`src/rtl/sdclk_pkg.sv`:
```
package sdclk_pkg;

    localparam int STEP_W = 5;
    localparam int DLY_W  = 5;
    localparam int CODE_W = 3;
    localparam int REG_W  = 32;
    localparam int ADDR_W = 2;
    localparam int NUM_PH = 3;

    // register addresses
    localparam logic [ADDR_W-1:0] A_CFG = 2'd0;
    localparam logic [ADDR_W-1:0] A_DLY = 2'd1;
    localparam logic [ADDR_W-1:0] A_CTL = 2'd2;

    // field positions
    localparam int F_CODE_LSB = 0;
    localparam int F_SRC_LSB  = 4;
    localparam int ST_TX      = 8;
    localparam int ST_CARD    = 12;
    localparam int ST_RX      = 16;

    typedef enum logic [1:0] {
        SRC_STOP  = 2'd0,
        SRC_ALT   = 2'd1,
        SRC_PLL   = 2'd2,
        SRC_PLL_B = 2'd3
    } src_t;

    typedef struct packed {
        logic [CODE_W-1:0] code;
        src_t              src;
        logic [DLY_W-1:0]  card_dly;
        logic [DLY_W-1:0]  rx_dly;
    } gen_cfg_t;

    // steps in one output period for a given code
    function automatic logic [STEP_W-1:0] steps_of(input logic [CODE_W-1:0] c);
        logic [STEP_W-1:0] n;
        case (c)
            3'd0:    n = 5'd20;
            3'd1:    n = 5'd10;
            3'd2:    n = 5'd16;
            3'd3:    n = 5'd8;
            3'd4:    n = 5'd12;
            3'd5:    n = 5'd6;
            3'd6:    n = 5'd5;
            default: n = 5'd4;
        endcase
        return n;
    endfunction

    // fold a delay into the current period
    function automatic logic [STEP_W-1:0] fold_off(input logic [DLY_W-1:0] off,
                                                   input logic [STEP_W-1:0] n);
        logic [STEP_W-1:0] r;
        if (n == '0) r = '0;
        else         r = off % n;
        return r;
    endfunction

endpackage

```
`src/rtl/sdclk_regs.sv`:
```
module sdclk_regs
    import sdclk_pkg::*;
#(
    parameter int unsigned DEF_CARD_DLY = 5
) (
    input  logic              clk,
    input  logic              rst,
    input  logic              wr_en,
    input  logic [ADDR_W-1:0] wr_addr,
    input  logic [REG_W-1:0]  wr_data,
    input  logic [ADDR_W-1:0] rd_addr,
    output logic [REG_W-1:0]  rd_data,
    input  logic [NUM_PH-1:0] status,
    output logic [CODE_W-1:0] pend_code,
    output src_t              pend_src,
    output logic [DLY_W-1:0]  pend_card,
    output logic              srst
);

    logic [CODE_W-1:0] code_q;
    src_t              src_q;
    logic [DLY_W-1:0]  card_q;
    logic              srst_q;
    logic              unused_wr;

    assign unused_wr = ^{wr_data[REG_W-1:F_SRC_LSB+2], wr_data[F_SRC_LSB-1:CODE_W]};

    always_ff @(posedge clk) begin
        if (rst) begin
            code_q <= '0;
            src_q  <= SRC_STOP;
            card_q <= DLY_W'(DEF_CARD_DLY);
            srst_q <= 1'b1;
        end else if (wr_en) begin
            case (wr_addr)
                A_CFG: begin
                    code_q <= wr_data[F_CODE_LSB +: CODE_W];
                    src_q  <= src_t'(wr_data[F_SRC_LSB +: 2]);
                end
                A_DLY:   card_q <= wr_data[DLY_W-1:0];
                A_CTL:   srst_q <= wr_data[0];
                default: ;
            endcase
        end
    end

    always_comb begin
        rd_data = '0;
        case (rd_addr)
            A_CFG: begin
                rd_data[F_CODE_LSB +: CODE_W] = code_q;
                rd_data[F_SRC_LSB +: 2]       = src_q;
            end
            A_DLY: rd_data[DLY_W-1:0] = card_q;
            A_CTL: begin
                rd_data[0]       = srst_q;
                rd_data[ST_TX]   = status[0];
                rd_data[ST_CARD] = status[1];
                rd_data[ST_RX]   = status[2];
            end
            default: rd_data = '0;
        endcase
    end

    assign pend_code = code_q;
    assign pend_src  = src_q;
    assign pend_card = card_q;
    assign srst      = srst_q;

    // a control write lands in the soft-reset bit
    a_r4_ctl_write: assert property (@(posedge clk) disable iff (rst)
        (wr_en && wr_addr == A_CTL) |=> (srst_q == $past(wr_data[0])));

    // the card delay changes only through its own address
    a_r8_dly_hold: assert property (@(posedge clk) disable iff (rst)
        !(wr_en && wr_addr == A_DLY) |=> $stable(card_q));

endmodule

```
`src/rtl/sdclk_stepper.sv`:
```
module sdclk_stepper
    import sdclk_pkg::*;
(
    input  logic              clk,
    input  logic              rst,
    input  logic              srst,
    input  gen_cfg_t          pend,
    output gen_cfg_t          act,
    output logic [STEP_W-1:0] cnt,
    output logic [STEP_W-1:0] n,
    output logic [STEP_W-1:0] half,
    output logic              run
);

    gen_cfg_t          act_q;
    logic [STEP_W-1:0] cnt_q;
    logic              load;

    assign n    = steps_of(act_q.code);
    assign half = n >> 1;
    assign run  = !srst && (act_q.src != SRC_STOP);

    // new settings are taken only at a period boundary or while idle
    assign load = srst || (act_q.src == SRC_STOP) || (cnt_q == n - 1'b1);

    always_ff @(posedge clk) begin
        if (rst) begin
            act_q <= '0;
            cnt_q <= '0;
        end else if (load) begin
            act_q <= pend;
            cnt_q <= '0;
        end else begin
            cnt_q <= cnt_q + 1'b1;
        end
    end

    assign act = act_q;
    assign cnt = cnt_q;

    // counter stays inside the active period
    a_r1_cnt_bound: assert property (@(posedge clk) disable iff (rst)
        cnt_q < n);

    // the active setting only moves when a fresh period begins
    a_r7_cfg_on_wrap: assert property (@(posedge clk) disable iff (rst)
        !$stable(act_q) |-> (cnt_q == '0));

    // a stopped source keeps the counter parked
    a_r5_stop_parks: assert property (@(posedge clk) disable iff (rst)
        (act_q.src == SRC_STOP) |=> (cnt_q == '0));

endmodule

```
`src/rtl/sdclk_phase.sv`:
```
module sdclk_phase
    import sdclk_pkg::*;
(
    input  logic              clk,
    input  logic              rst,
    input  logic              run,
    input  logic [STEP_W-1:0] cnt,
    input  logic [STEP_W-1:0] n,
    input  logic [STEP_W-1:0] half,
    input  logic [DLY_W-1:0]  off,
    output logic              en,
    output logic              seen
);

    logic [STEP_W-1:0] offm;
    logic              at_edge;
    logic              en_q;
    logic              seen_q;
    logic [STEP_W-1:0] rem_q;

    assign offm    = fold_off(off, n);
    assign at_edge = (cnt == offm);

    // rise at the own offset, then hold high for a latched half period
    always_ff @(posedge clk) begin
        if (rst || !run) begin
            en_q  <= 1'b0;
            rem_q <= '0;
        end else if (at_edge) begin
            en_q  <= 1'b1;
            rem_q <= half - 1'b1;
        end else if (rem_q != '0) begin
            rem_q <= rem_q - 1'b1;
        end else begin
            en_q  <= 1'b0;
        end
    end

    always_ff @(posedge clk) begin
        if (rst) seen_q <= 1'b0;
        else     seen_q <= run && (seen_q || en_q);
    end

    assign en   = en_q;
    assign seen = seen_q;

    // idle generator drives no enable
    a_r4_idle_low: assert property (@(posedge clk) disable iff (rst)
        !run |=> !en_q);

    // running flag only after the enable was high
    a_r6_seen_after_high: assert property (@(posedge clk) disable iff (rst)
        $rose(seen_q) |-> $past(en_q));

endmodule

```
`src/rtl/sdclk_gen.sv`:
```
module sdclk_gen
    import sdclk_pkg::*;
#(
    parameter int unsigned DEF_CARD_DLY = 5
) (
    input  logic        clk,
    input  logic        rst,
    input  logic        wr_en,
    input  logic [1:0]  wr_addr,
    input  logic [31:0] wr_data,
    input  logic [1:0]  rd_addr,
    output logic [31:0] rd_data,
    input  logic [4:0]  rx_delay,
    output logic        tx_clk_en,
    output logic        card_clk_en,
    output logic        rx_clk_en,
    output logic [1:0]  src_active
);

    logic [CODE_W-1:0] pend_code;
    src_t              pend_src;
    logic [DLY_W-1:0]  pend_card;
    logic              srst;
    gen_cfg_t          pend;
    gen_cfg_t          act;
    logic [STEP_W-1:0] cnt;
    logic [STEP_W-1:0] n;
    logic [STEP_W-1:0] half;
    logic              run;
    logic [DLY_W-1:0]  ph_off [NUM_PH];
    logic [NUM_PH-1:0] ph_en;
    logic [NUM_PH-1:0] ph_seen;

    sdclk_regs #(.DEF_CARD_DLY(DEF_CARD_DLY)) u_regs (
        .clk       (clk),
        .rst       (rst),
        .wr_en     (wr_en),
        .wr_addr   (wr_addr),
        .wr_data   (wr_data),
        .rd_addr   (rd_addr),
        .rd_data   (rd_data),
        .status    (ph_seen),
        .pend_code (pend_code),
        .pend_src  (pend_src),
        .pend_card (pend_card),
        .srst      (srst)
    );

    always_comb begin
        pend.code     = pend_code;
        pend.src      = pend_src;
        pend.card_dly = pend_card;
        pend.rx_dly   = rx_delay;
    end

    sdclk_stepper u_step (
        .clk  (clk),
        .rst  (rst),
        .srst (srst),
        .pend (pend),
        .act  (act),
        .cnt  (cnt),
        .n    (n),
        .half (half),
        .run  (run)
    );

    assign ph_off[0] = '0;
    assign ph_off[1] = act.card_dly;
    assign ph_off[2] = act.rx_dly;

    for (genvar k = 0; k < NUM_PH; k++) begin : g_ph
        sdclk_phase u_ph (
            .clk  (clk),
            .rst  (rst),
            .run  (run),
            .cnt  (cnt),
            .n    (n),
            .half (half),
            .off  (ph_off[k]),
            .en   (ph_en[k]),
            .seen (ph_seen[k])
        );
    end

    assign tx_clk_en   = ph_en[0];
    assign card_clk_en = ph_en[1];
    assign rx_clk_en   = ph_en[2];
    assign src_active  = act.src;

    // a source that has been stopped for two edges leaves all enables low
    a_r5_stop_quiet: assert property (@(posedge clk) disable iff (rst)
        (src_active == 2'd0 && $past(src_active) == 2'd0) |-> (ph_en == '0));

endmodule

```
`config.mk`:
```
export PLATFORM = sky130hd
export DESIGN_NAME = sdclk_gen
export DESIGN_NICKNAME = d
export VERILOG_FILES = /design/src/rtl/sdclk_pkg.sv /design/src/rtl/sdclk_regs.sv /design/src/rtl/sdclk_stepper.sv /design/src/rtl/sdclk_phase.sv /design/src/rtl/sdclk_gen.sv
export SDC_FILE = /design/constraint.sdc
export NUM_CORES = 1
export LEC_CHECK = 0
export BUFFER_PORTS_ARGS = -buffer_cell sky130_fd_sc_hd__buf_2
export CAP_MARGIN = 20
export CORE_MARGIN = 3
export CORE_UTILIZATION = 39
export CTS_CLUSTER_SIZE = 8
export DETAILED_ROUTE_END_ITERATION = 10
export RECOVER_POWER = 50
export REMOVE_ABC_BUFFERS = 1
export SYNTH_ARGS = -nofsm -noshare
export SYNTH_HDL_FRONTEND = slang
export SYNTH_SLANG_ARGS = --single-unit
```
`constraint.sdc`:
```
create_clock -name clk -period 7.7 [get_ports clk]
set_input_delay 1.54 -clock clk [delete_from_list [all_inputs] [get_ports clk]]
set_output_delay 1.54 -clock clk [all_outputs]
set_load 0.03 [all_outputs]
```
==> load_flow_metrics.sql <==
INSERT INTO impl_metrics (metric_group, metric, value, unit) VALUES
('final_layout', 'n_antenna_cell', '0', ''),
('setup_path', 'critical_path_depth', '25', ''),
('die', 'die_span_y', '117.5', 'um'),
('min_path', 'min_path_type', 'flop to flop', ''),
('setup_path', 'critical_path_arrival', '6810', 'ps'),
('die', 'io-pin-count', '81', ''),
('synthesis', 'synthDominantCellAreaShare', '0.2148', ''),
('synthesis', 'syn-instance-count', '606', ''),
('global_route', 'global_route.overflow_total', '0', ''),
('die', 'initial_utilization', '0.4019', ''),
('placed_design', 'port_buffers', '31', ''),
('sta', 'final.setup.tns', '0', 'ps'),
('synthesis', 'seq_area_frac_synth', '0.2148', ''),
('setup_path', 'regToRegEndpoint', 'g_ph[2].u_ph.rem_q[4]$_SDFFE_PP0P_', ''),
('die', 'fp.coreArea', '0.01206', 'sq mm'),
('sta', 'layout_worst_path_cycle_share', '0.8549', ''),
('clock_tree', 'cts_sinks', '52', ''),
('clock_tree', 'cts-hold-fix-buffers', '0', ''),
('setup_path', 'critPathLaunchType', 'flop', ''),
('setup_path', 'critical_path.endpoint_type', 'flop', ''),
('setup_path', 'r2r_slack', '1120', 'ps'),
('clock_tree', 'tritoncts_clock_tree', 'done', ''),
('setup_path', 'regToRegStartpoint', 'u_step.act[13]$_SDFFE_PP0P_', ''),
('run_status', 'outcome', 'completed', ''),
('setup_path', 'criticalPathCategory', 'flop to flop', ''),
('synthesis', 'count_of_flip_flops_with_a_built_in_enable_after_synthesis', '0', ''),
('drt', 'via_count', '4205', ''),
('setup_path', 'cp_data_required_time', '7930', 'ps'),
('setup_path', 'cp_num_buf_inv', '2', ''),
('placed_design', 'post-dp-hpwl', '8976', 'um'),
('drt', 'drt_first_pass_iters', '5', ''),
('setup_path', 'reg2reg_depth', '25', ''),
('clock_tree', 'postCtsSetupBuffers', '0', ''),
('final_layout', 'combined_area_of_the_multi_input_logic_cells', '0.003450', 'sq mm'),
('synthesis', 'postSynth.topFlopCell', 'dfxtp_1', ''),
('sta', 'rsz0062_at_grt', 'false', ''),
('placed_design', 'dpl.cell_count', '784', ''),
('synthesis', 'synth_commonest_cells', 'nor2_1 (83), dfxtp_1 (52), ha_1 (48)', ''),
('clock_tree', 'worstSkewPairLatency', '300', 'ps'),
('final_layout', 'final_layout_size_suffix_gt1_frac', '0.08507', ''),
('sta', 'setup_viol', '0', ''),
('global_route', 'initial_antenna_violation_count', '0', ''),
('placed_design', 'gp_routability_congestion', '0.9154', ''),
('synthesis', 'netlist.top_cell.by_area', 'dfxtp_1', ''),
('global_route', 'first_pass_grt_wire_length', '19910', 'um'),
('clock_tree', 'root_buffer', 'clkbuf_16', ''),
('drt', 'antenna_left', '0', ''),
('global_route', 'maximum_number_of_pins_on_one_net_before_global_route_repair', '29', ''),
('sta', 'max_freq', '0.1519', 'GHz'),
('pwr', 'vdd.ir_drop.worst', '0.1009', 'mV'),
('drt', 'routed_wl', '11910', 'um'),
('drt', 'routed_wire_length_per_instance', '15.05', 'um'),
('final_layout', 'ff_latch_area', '0.001041', 'sq mm'),
('sta', 'final.setup_skew', '9.622', 'ps'),
('setup_path', 'crit_path_top_delay_cell', 'dfxtp_1', ''),
('sta', 'max_slew.worst_pin.slew', '1414', 'ps'),
('sta', 'final-max-slew-violation-count', '0', ''),
('pwr', 'power_leakage', '2.194', 'nW'),
('pwr', 'power_per_cell_area', '132.0', 'mW/mm^2'),
('sta', 'timing.final.crit_period', '6583', 'ps'),
('setup_path', 'timing.critical_path.from', 'u_step.act[13]$_SDFFE_PP0P_', ''),
('synthesis', 'yosysUniqueCellTypes', '73', ''),
('setup_path', 'setup.worst_path.end', 'g_ph[2].u_ph.rem_q[4]$_SDFFE_PP0P_', ''),
('setup_path', 'most_used_cell_cp', 'ha_1', ''),
('clock_tree', 'clockBufferDepth', '2', ''),
('drt', 'drt-initial-drc-count', '243', ''),
('synthesis', 'syn-cell-area', '0.004847', 'sq mm'),
('clock_tree', 'cts-buffers-inserted', '5', ''),
('final_layout', 'fill_cells', '1231', ''),
('drt', 'drt-vias-per-instance', '5.316', ''),
('synthesis', 'async_flop_share', '0', '');
==> through the flow <==
| stage | hold slack, ps | util | total power (W) | worst slack, ps | cell area (sq um) |
|---|---|---|---|---|---|
| floorplan | 426.5 | - | 0.0003990 | 1847 | 4629 |
| global route | 481.9 | 0.4279 | 0.0007166 | 635.7 | 5161 |
| global placement | 439.8 | 0.4160 | 0.0004285 | 1297 | 5017 |
| detailed placement | 452.7 | 0.4160 | 0.0004324 | 1171 | 5017 |
| finish | 458.8 | 0.4279 | 0.0006810 | 1117 | 5161 |
| CTS | 468.7 | 0.4288 | 0.0006864 | 1131 | 5172 |
==> worst register-to-register path, cell delays in order, from the launching register on <==
cell,delay (ps)
dfxtp_1,570
nand2b_1,160
buf_4,290
ha_1,360
o2111ai_1,140
a32oi_1,350
ha_1,360
a41o_1,230
o21ai_0,320
a21oi_1,150
inv_1,70
ha_1,260
nor2b_1,160
o21ai_0,240
nand4_1,200
and2_1,300
mux2i_1,180
ha_1,350
o21ai_0,100
o21bai_1,120
a21oi_1,140
or4_1,560
o221ai_1,220
o211ai_2,260
mux2_4,370
nor2_2,70
==> metal layers <==
| metal | part of all wire | GRT usage | up-vias |
|---|---|---|---|
| li1 | - | - | 2127 |
| met1 | 0.48 | 0.2413 | 1946 |
| met2 | 0.45 | 0.2789 | 121 |
| met3 | 0.057 | 0.01922 | 11 |
| met4 | 0.014 | 0.04762 | 0 |
| met5 | 0 | 0 | - |
==> layout by cell type (no fill, tap or decap), drive strengths merged, types with 10 or more instances in the layout <==
cell type and instances:
o21ai 30, buf 21, a21oi 37, nor2 85, inv 36, nand3 10
xnor2 34, clkbuf 19, conb 25, ha 48, nand2 28, nand2b 10
dfxtp 52, xor2 13, mux2i 26, nor3 16
==> sequential cells by signal, indices dropped and copies added (netlist names) <==
register	cells
g_ph.u_ph.en	3
g_ph.u_ph.rem_q	15
g_ph.u_ph.seen	3
u_regs.pend_card	5
u_regs.pend_code	3
u_regs.pend_src	2
u_regs.srst	1
u_step.act	15
u_step.cnt	5
==> logic make-up (layout without fill, tap and decap cells) <==
logic type	Yosys count	count (layout)	share of synthesized area
AND/OR/NAND/NOR	196	196	0.2019
AO/OA/AOI/OAI	142	142	0.2026
buffers and inverters	85	78	0.09215
flip-flops	52	52	0.2148
adder cells (fa/ha/maj)	50	50	0.1322
XOR/XNOR	47	47	0.08493
multiplexers	33	33	0.07073
other	1	25	0.0007737
==> power breakdown <==
group	internal, W	total (W)	switching (W)
Clock	0.000150	0.000254	0.000104
Sequential	0.000274	0.000281	0.00000662
Combinational	0.0000563	0.000146	0.0000897
Total	0.000481	0.000681	0.000200
==> worst min-delay path by stage <==
stage | startpoint | end | slack [ps] | cells after the start
floorplan | g_ph[0].u_ph.seen$_SDFF_PP0_ | g_ph[0].u_ph.seen$_SDFF_PP0_ | 430 | 2
global placement | g_ph[1].u_ph.seen$_SDFF_PP0_ | g_ph[1].u_ph.seen$_SDFF_PP0_ | 440 | 2
detailed placement | g_ph[1].u_ph.seen$_SDFF_PP0_ | g_ph[1].u_ph.seen$_SDFF_PP0_ | 450 | 2
CTS | g_ph[1].u_ph.seen$_SDFF_PP0_ | g_ph[1].u_ph.seen$_SDFF_PP0_ | 470 | 2
global route | g_ph[2].u_ph.seen$_SDFF_PP0_ | g_ph[2].u_ph.seen$_SDFF_PP0_ | 480 | 2
finish | g_ph[1].u_ph.seen$_SDFF_PP0_ | g_ph[1].u_ph.seen$_SDFF_PP0_ | 460 | 2
==> layout make-up <==
class / count / area share
multi-input combinational: 493 / 0.6684
sequential: 52 / 0.2017
tap: 168 / 0.04073
timing repair buffer: 35 / 0.03224
inverter: 37 / 0.02691
clock buffer: 5 / 0.02424
clock inverter: 1 / 0.005818
Note: power is estimated with default switching activity, not from simulation.
